File: src/rtl/pm1_pkg.sv
package pm1_pkg;

    parameter int DW = 16;
    parameter int AW = 4;

    localparam logic [AW-1:0] OFF_STS = AW'(0);
    localparam logic [AW-1:0] OFF_EN  = AW'(2);
    localparam logic [AW-1:0] OFF_CTL = AW'(4);

    localparam int B_TMR  = 0;
    localparam int B_GBL  = 5;
    localparam int B_PWR  = 8;
    localparam int B_RTC  = 10;
    localparam int B_WAKE = 15;

    localparam logic [DW-1:0] SCI_MASK =
        (DW'(1) << B_RTC) | (DW'(1) << B_PWR) | (DW'(1) << B_GBL) | (DW'(1) << B_TMR);

    typedef enum logic [1:0] {
        SEL_NONE,
        SEL_STS,
        SEL_EN,
        SEL_CTL
    } reg_sel_e;

    typedef struct packed {
        logic          en;
        logic          we;
        logic [AW-1:0] addr;
        logic [DW-1:0] wdata;
    } bus_req_t;

    typedef struct packed {
        logic tmr_ovf;
        logic pwrbtn;
        logic resume;
    } hw_evt_t;

    function automatic reg_sel_e decode(input logic [AW-1:0] a);
        reg_sel_e s;
        case (a)
            OFF_STS: s = SEL_STS;
            OFF_EN:  s = SEL_EN;
            OFF_CTL: s = SEL_CTL;
            default: s = SEL_NONE;
        endcase
        return s;
    endfunction

endpackage

File: src/rtl/pm1_status_reg.sv
module pm1_status_reg
    import pm1_pkg::*;
(
    input  logic          clk,
    input  logic          rst,
    input  logic          wr_sts,
    input  logic [DW-1:0] wdata,
    input  hw_evt_t       evt,
    input  logic          pwr_enabled,
    output logic [DW-1:0] sts_eff,
    output logic          recalc
);

    logic [DW-1:0] sts_q;
    logic [DW-1:0] set_vec;
    logic [DW-1:0] clr_vec;
    logic          recalc_q;

    always_comb begin
        sts_eff = sts_q;
        sts_eff[B_TMR] = sts_q[B_TMR] | evt.tmr_ovf;
    end

    always_comb begin
        set_vec = '0;
        set_vec[B_TMR] = evt.tmr_ovf;
        set_vec[B_PWR] = (evt.pwrbtn & pwr_enabled) | evt.resume;
        set_vec[B_WAKE] = evt.resume;
        clr_vec = wr_sts ? wdata : '0;
    end

    for (genvar i = 0; i < DW; i++) begin : g_bit
        always_ff @(posedge clk) begin
            if (rst) sts_q[i] <= 1'b0;
            else     sts_q[i] <= (sts_eff[i] & ~clr_vec[i]) | set_vec[i];
        end
    end

    always_ff @(posedge clk) begin
        if (rst) recalc_q <= 1'b0;
        else     recalc_q <= wr_sts & wdata[B_TMR] & sts_eff[B_TMR];
    end

    assign recalc = recalc_q;


    w1c_chk: assert property (@(posedge clk) disable iff (rst)
        (wr_sts && wdata[B_WAKE] && !evt.resume) |=> !sts_q[B_WAKE]);


    pwr_gate_chk: assert property (@(posedge clk) disable iff (rst)
        (evt.pwrbtn && !pwr_enabled && !evt.resume && !sts_q[B_PWR]) |=> !sts_q[B_PWR]);


    resume_set_chk: assert property (@(posedge clk) disable iff (rst)
        evt.resume |=> (sts_q[B_WAKE] && sts_q[B_PWR]));


    set_wins_chk: assert property (@(posedge clk) disable iff (rst)
        evt.tmr_ovf |=> sts_q[B_TMR]);

endmodule

File: src/rtl/pm1_enable_ctrl.sv
module pm1_enable_ctrl
    import pm1_pkg::*;
(
    input  logic          clk,
    input  logic          rst,
    input  logic          wr_en,
    input  logic          wr_ctl,
    input  logic [DW-1:0] wdata,
    output logic [DW-1:0] en_q,
    output logic [DW-1:0] ctl_q
);

    always_ff @(posedge clk) begin
        if (rst) begin
            en_q  <= '0;
            ctl_q <= '0;
        end else begin
            if (wr_en)  en_q  <= wdata;
            if (wr_ctl) ctl_q <= wdata;
        end
    end


    rst_clear_chk: assert property (@(posedge clk) disable iff (rst)
        $past(rst) |-> (en_q == '0 && ctl_q == '0));


    en_replace_chk: assert property (@(posedge clk) disable iff (rst)
        wr_en |=> (en_q == $past(wdata)));

endmodule

File: src/rtl/pm1_sci_gen.sv
module pm1_sci_gen
    import pm1_pkg::*;
(
    input  logic          clk,
    input  logic          rst,
    input  logic [DW-1:0] sts_eff,
    input  logic [DW-1:0] en_q,
    output logic          sci,
    output logic          tmr_arm
);

    logic [DW-1:0] hit;

    for (genvar i = 0; i < DW; i++) begin : g_hit
        if (SCI_MASK[i]) begin : g_src
            assign hit[i] = sts_eff[i] & en_q[i];
        end else begin : g_off
            assign hit[i] = 1'b0;
        end
    end

    assign sci     = |hit;
    assign tmr_arm = en_q[B_TMR] & ~sts_eff[B_TMR];


    sci_src_chk: assert property (@(posedge clk) disable iff (rst)
        sci |-> ((en_q & SCI_MASK) != '0));


    arm_chk: assert property (@(posedge clk) disable iff (rst)
        tmr_arm |-> !sci || ((en_q & SCI_MASK & ~(DW'(1) << B_TMR)) != '0));

endmodule

File: src/rtl/pm1_evt_regs.sv
module pm1_evt_regs
    import pm1_pkg::*;
(
    input  logic          clk,
    input  logic          rst,
    input  logic          bus_en,
    input  logic          bus_we,
    input  logic [AW-1:0] bus_addr,
    input  logic [DW-1:0] bus_wdata,
    output logic [DW-1:0] bus_rdata,
    input  logic          tmr_ovf,
    input  logic          pwrbtn_evt,
    input  logic          resume_evt,
    output logic          sci,
    output logic          tmr_arm,
    output logic          tmr_recalc
);

    bus_req_t      req;
    hw_evt_t       evt;
    reg_sel_e      sel;
    logic          wr;
    logic [DW-1:0] sts_eff;
    logic [DW-1:0] en_q;
    logic [DW-1:0] ctl_q;

    assign req = '{en: bus_en, we: bus_we, addr: bus_addr, wdata: bus_wdata};
    assign evt = '{tmr_ovf: tmr_ovf, pwrbtn: pwrbtn_evt, resume: resume_evt};
    assign sel = decode(req.addr);
    assign wr  = req.en & req.we;

    pm1_status_reg u_sts (
        .clk         (clk),
        .rst         (rst),
        .wr_sts      (wr && sel == SEL_STS),
        .wdata       (req.wdata),
        .evt         (evt),
        .pwr_enabled (en_q[B_PWR]),
        .sts_eff     (sts_eff),
        .recalc      (tmr_recalc)
    );

    pm1_enable_ctrl u_en (
        .clk    (clk),
        .rst    (rst),
        .wr_en  (wr && sel == SEL_EN),
        .wr_ctl (wr && sel == SEL_CTL),
        .wdata  (req.wdata),
        .en_q   (en_q),
        .ctl_q  (ctl_q)
    );

    pm1_sci_gen u_sci (
        .clk     (clk),
        .rst     (rst),
        .sts_eff (sts_eff),
        .en_q    (en_q),
        .sci     (sci),
        .tmr_arm (tmr_arm)
    );

    always_comb begin
        bus_rdata = '0;
        if (req.en && !req.we) begin
            case (sel)
                SEL_STS: bus_rdata = sts_eff;
                SEL_EN:  bus_rdata = en_q;
                SEL_CTL: bus_rdata = ctl_q;
                default: bus_rdata = '0;
            endcase
        end
    end


    recalc_src_chk: assert property (@(posedge clk) disable iff (rst)
        tmr_recalc |-> $past(bus_en && bus_we && bus_addr == OFF_STS && bus_wdata[B_TMR]));


    unmapped_rd_chk: assert property (@(posedge clk) disable iff (rst)
        (bus_en && !bus_we && sel == SEL_NONE) |-> (bus_rdata == '0));


    ovf_visible_chk: assert property (@(posedge clk) disable iff (rst)
        (tmr_ovf && bus_en && !bus_we && bus_addr == OFF_STS) |-> bus_rdata[B_TMR]);

endmodule

File: config.mk
export PLATFORM = sky130hd
export DESIGN_NAME = pm1_evt_regs
export DESIGN_NICKNAME = d
export VERILOG_FILES = /design/src/rtl/pm1_pkg.sv /design/src/rtl/pm1_status_reg.sv /design/src/rtl/pm1_enable_ctrl.sv /design/src/rtl/pm1_sci_gen.sv /design/src/rtl/pm1_evt_regs.sv
export SDC_FILE = /design/constraint.sdc
export NUM_CORES = 1
export LEC_CHECK = 0
export BUFFER_PORTS_ARGS = -buffer_cell sky130_fd_sc_hd__buf_2
export CELL_PAD_IN_SITES_DETAIL_PLACEMENT = 0
export CELL_PAD_IN_SITES_GLOBAL_PLACEMENT = 1
export CORE_UTILIZATION = 43
export DETAILED_ROUTE_END_ITERATION = 10
export PLACE_DENSITY_LB_ADDON = 0.1
export REMOVE_ABC_BUFFERS = 1
export SLEW_MARGIN = 25
export SYNTH_ARGS = -nofsm -noshare
export SYNTH_HDL_FRONTEND = slang
export SYNTH_HIERARCHICAL = 1
export SYNTH_SLANG_ARGS = --single-unit
export TNS_END_PERCENT = 50
File: constraint.sdc
create_clock -name clk -period 1.5 [get_ports clk]
set_input_delay 0.075 -clock clk [delete_from_list [all_inputs] [get_ports clk]]
set_output_delay 0.075 -clock clk [all_outputs]
set_load 0.05 [all_outputs]
==> results.json <==
{
  "wl_per_cell_um": 14.4,
  "end_kind": "primary output",
  "cts_setup_buffers": 0,
  "synthMostInstantiatedCell": "dfxtp_1",
  "dp_hpwl_um": 3500,
  "route.vias.total": 1867,
  "clkSinkCount": 49,
  "fin_cells": 371,
  "worst-path-max-fanout": 4,
  "finalHoldViolations": 0,
  "cp_top_family": "simple AND/OR/NAND/NOR gates",
  "syn_to_final_growth_pct": 17.0,
  "slowest_stage": "dfxtp_1",
  "skew_ns": 0.00144,
  "layout_setup_ws_ns": 0.0249,
  "cts_made_buffers": 5,
  "cts_htree_levels": 2,
  "die_w_um": 79.5,
  "grt_max_degree": 27,
  "p_leak_nw": 1.05,
  "netlist-cell-type-count": 29,
  "io_buffer_count": 45,
  "cp.arrival_ns": 1.40,
  "io_pins": 46,
  "yosys-top-cells-count": "dfxtp_1 (49), mux2i_1 (32), nor2_1 (32), a211oi_2 (25), a211oi_1 (20)",
  "ys_warn_count": 6,
  "finalPower_mw": 2.38,
  "path_clk_slew_ns": 0.09,
  "timing.final.crit_period_ns": 1.48,
  "ys_async_sr_fraction": 0,
  "cts.path.max_buffers": 2,
  "ant_nets": 0,
  "drc": 0,
  "rsz0062_at_grt": "yes",
  "start_util": 0.458,
  "critPathLaunchType": "register",
  "finalCritPeriodShare": 0.983,
  "setup_tns_ns": 0,
  "final_util": 0.536,
  "relSlewSlack": 0.764,
  "seq_area_sq_um": 982,
  "antenna_found_initial": 0,
  "hold_slack_ns": 0.0106,
  "use_met1": 0.252,
  "synth_flop_cell": "dfxtp_1",
  "synth-seq-area-share": 0.379,
  "max_freq_ghz": 0.678,
  "synthTopCellsByArea": "dfxtp_1 (38%), mux2i_1 (12%), a211oi_2 (12%)",
  "first_iter_violations": 68,
  "antenna_cells": 0,
  "synth.avg_cell_area_sq_um": 10.1,
  "synth_top_area_share": 0.379,
  "drive_above_1_share": 0.341,
  "cap_violations": 0,
  "tightest_slew_ns": 0.353,
  "critPathRequiredTime_ns": 1.42,
  "first_pass_iters": 4,
  "met3_usage": 0.0354,
  "status": "finished, final reports clean",
  "routed_wl_um": 5350,
  "synth_cells": 257,
  "dieArea_sq_um": 6330,
  "multi_input_area_sq_um": 1280,
  "dp.cells": 351,
  "fill_cells": 529,
  "fp.coreArea_sq_um": 5640,
  "yosysTopAreaCell": "dfxtp_1",
  "fin_nets": 325,
  "clockRootBuffer": "clkbuf_8",
  "cpPeakStageDelay_ns": 0.32,
  "cpMostUsedCell": "a211oi_2",
  "use_met2": 0.290,
  "place.gp.congestion": 0.691,
  "setup_violations": 0,
  "worst-path-buf-inv": 1,
  "irDropWorstVdd_mv": 0.547,
  "overflow": 0,
  "clock_latency_ns": 0.30,
  "cts_tree": "yes",
  "place_area_sq_um": 2770,
  "synth_area_sq_um": 2580,
  "hp-class": "in -> reg",
  "viasPerCell": 5.03,
  "pre_cts_slack_ns": 0.0966,
  "die_y_um": 79.5,
  "ys_ff_latch": 49,
  "row_count": 27,
  "finalInstanceArea_sq_um": 3030,
  "busiest_layer": "met2",
  "grt_pass1_wl_um": 8950,
  "grt_pass1_vias": 1839,
  "maxSlewViolCount": 0,
  "crit_chain": "or2_4 -> nor2b_1 -> a211oi_2 -> a211oi_2 -> buf_6",
  "grt.total_usage": 0.183,
  "synth_edf_count": 0,
  "crit_type": "reg -> out",
  "power_density_nw_per_um2": 787
}
-- routing by layer --
metal  vias to the layer above  wire (um)
li1                        953          -
met1                       870       2710
met2                        38       2370
met3                         6        209
met4                         0         53
met5                         -          0
-- cells in the final DEF, fill, tap and decap left out, types with 4 or more instances in the layout --
master | synthesis | layout
clkbuf_4 | 0 | 4
dlygate4sd3_1 | 0 | 12
buf_12 | 3 | 6
nor2_1 | 32 | 32
clkbuf_8 | 1 | 5
a211oi_2 | 25 | 28
nand2b_1 | 16 | 16
buf_2 | 6 | 35
buf_4 | 17 | 11
mux2i_1 | 32 | 32
a211oi_1 | 20 | 17
inv_1 | 13 | 13
nor2b_1 | 16 | 16
dfxtp_1 | 49 | 48
-- worst paths after layout --
| kind | start | end | slack (ns) | cells after the start |
|---|---|---|---|---|
| setup / recovery | u_sts/sts_q[0] | bus_rdata[0] | 0.02 | 5 |
| hold reg to reg | u_sts/sts_eff[13] | u_sts/sts_eff[13] | 0.44 | 2 |
| hold / removal | bus_wdata[11] | u_sts/sts_eff[11] | 0.01 | 2 |
| setup reg to reg | u_sts/sts_q[0] | u_sts/recalc | 0.67 | 2 |
-- layout make-up --
cell class | count | share of cell area
inverters | 13 | 0.0161
well taps | 72 | 0.0298
clock buffers | 6 | 0.0240
flip-flops and latches | 49 | 0.325
repair buffers | 69 | 0.178
multi-input cells | 160 | 0.422
clock inverters | 2 | 0.00496
-- registers in the layout (all words and copies together), names as in the netlist --
signal / count
u_en/ctl_q: 16
u_en/en_q: 16
u_sts/sts_eff: 15
u_sts/recalc: 1
u_sts/sts_q: 1
-- worst register-to-register path: stages (launching register included) --
cell and delay, ns:
dfxtp_1 0.32, or2_4 0.24, and4b_1 0.17
-- where the power goes --
| part | switching (mW) | internal, mW |
|---|---|---|
| combinational | 0.157 | 0.126 |
| clock | 0.450 | 0.329 |
| sequential | 0.00664 | 1.31 |
-- what timing repair did --
| action | in CTS | in global routing |
|---|---|---|
| endpoints found under the hold margin | 12 | 0 |
| hold buffers | 12 | 0 |
| gates resized for setup | 2 | 19 |
| pin swaps | 2 | 1 |
| endpoints found under the setup margin | 1 | 11 |
-- cells by family after synthesis --
| family | count (synthesis) | synth area share |
|---|---|---|
| AND/OR/NAND/NOR | 74 | 0.152 |
| AO/OA/AOI/OAI | 54 | 0.206 |
| flip-flops | 49 | 0.379 |
| buffers and inverters | 48 | 0.139 |
| multiplexers | 32 | 0.124 |
No activity file was read; power rests on OpenSTA's default activity.
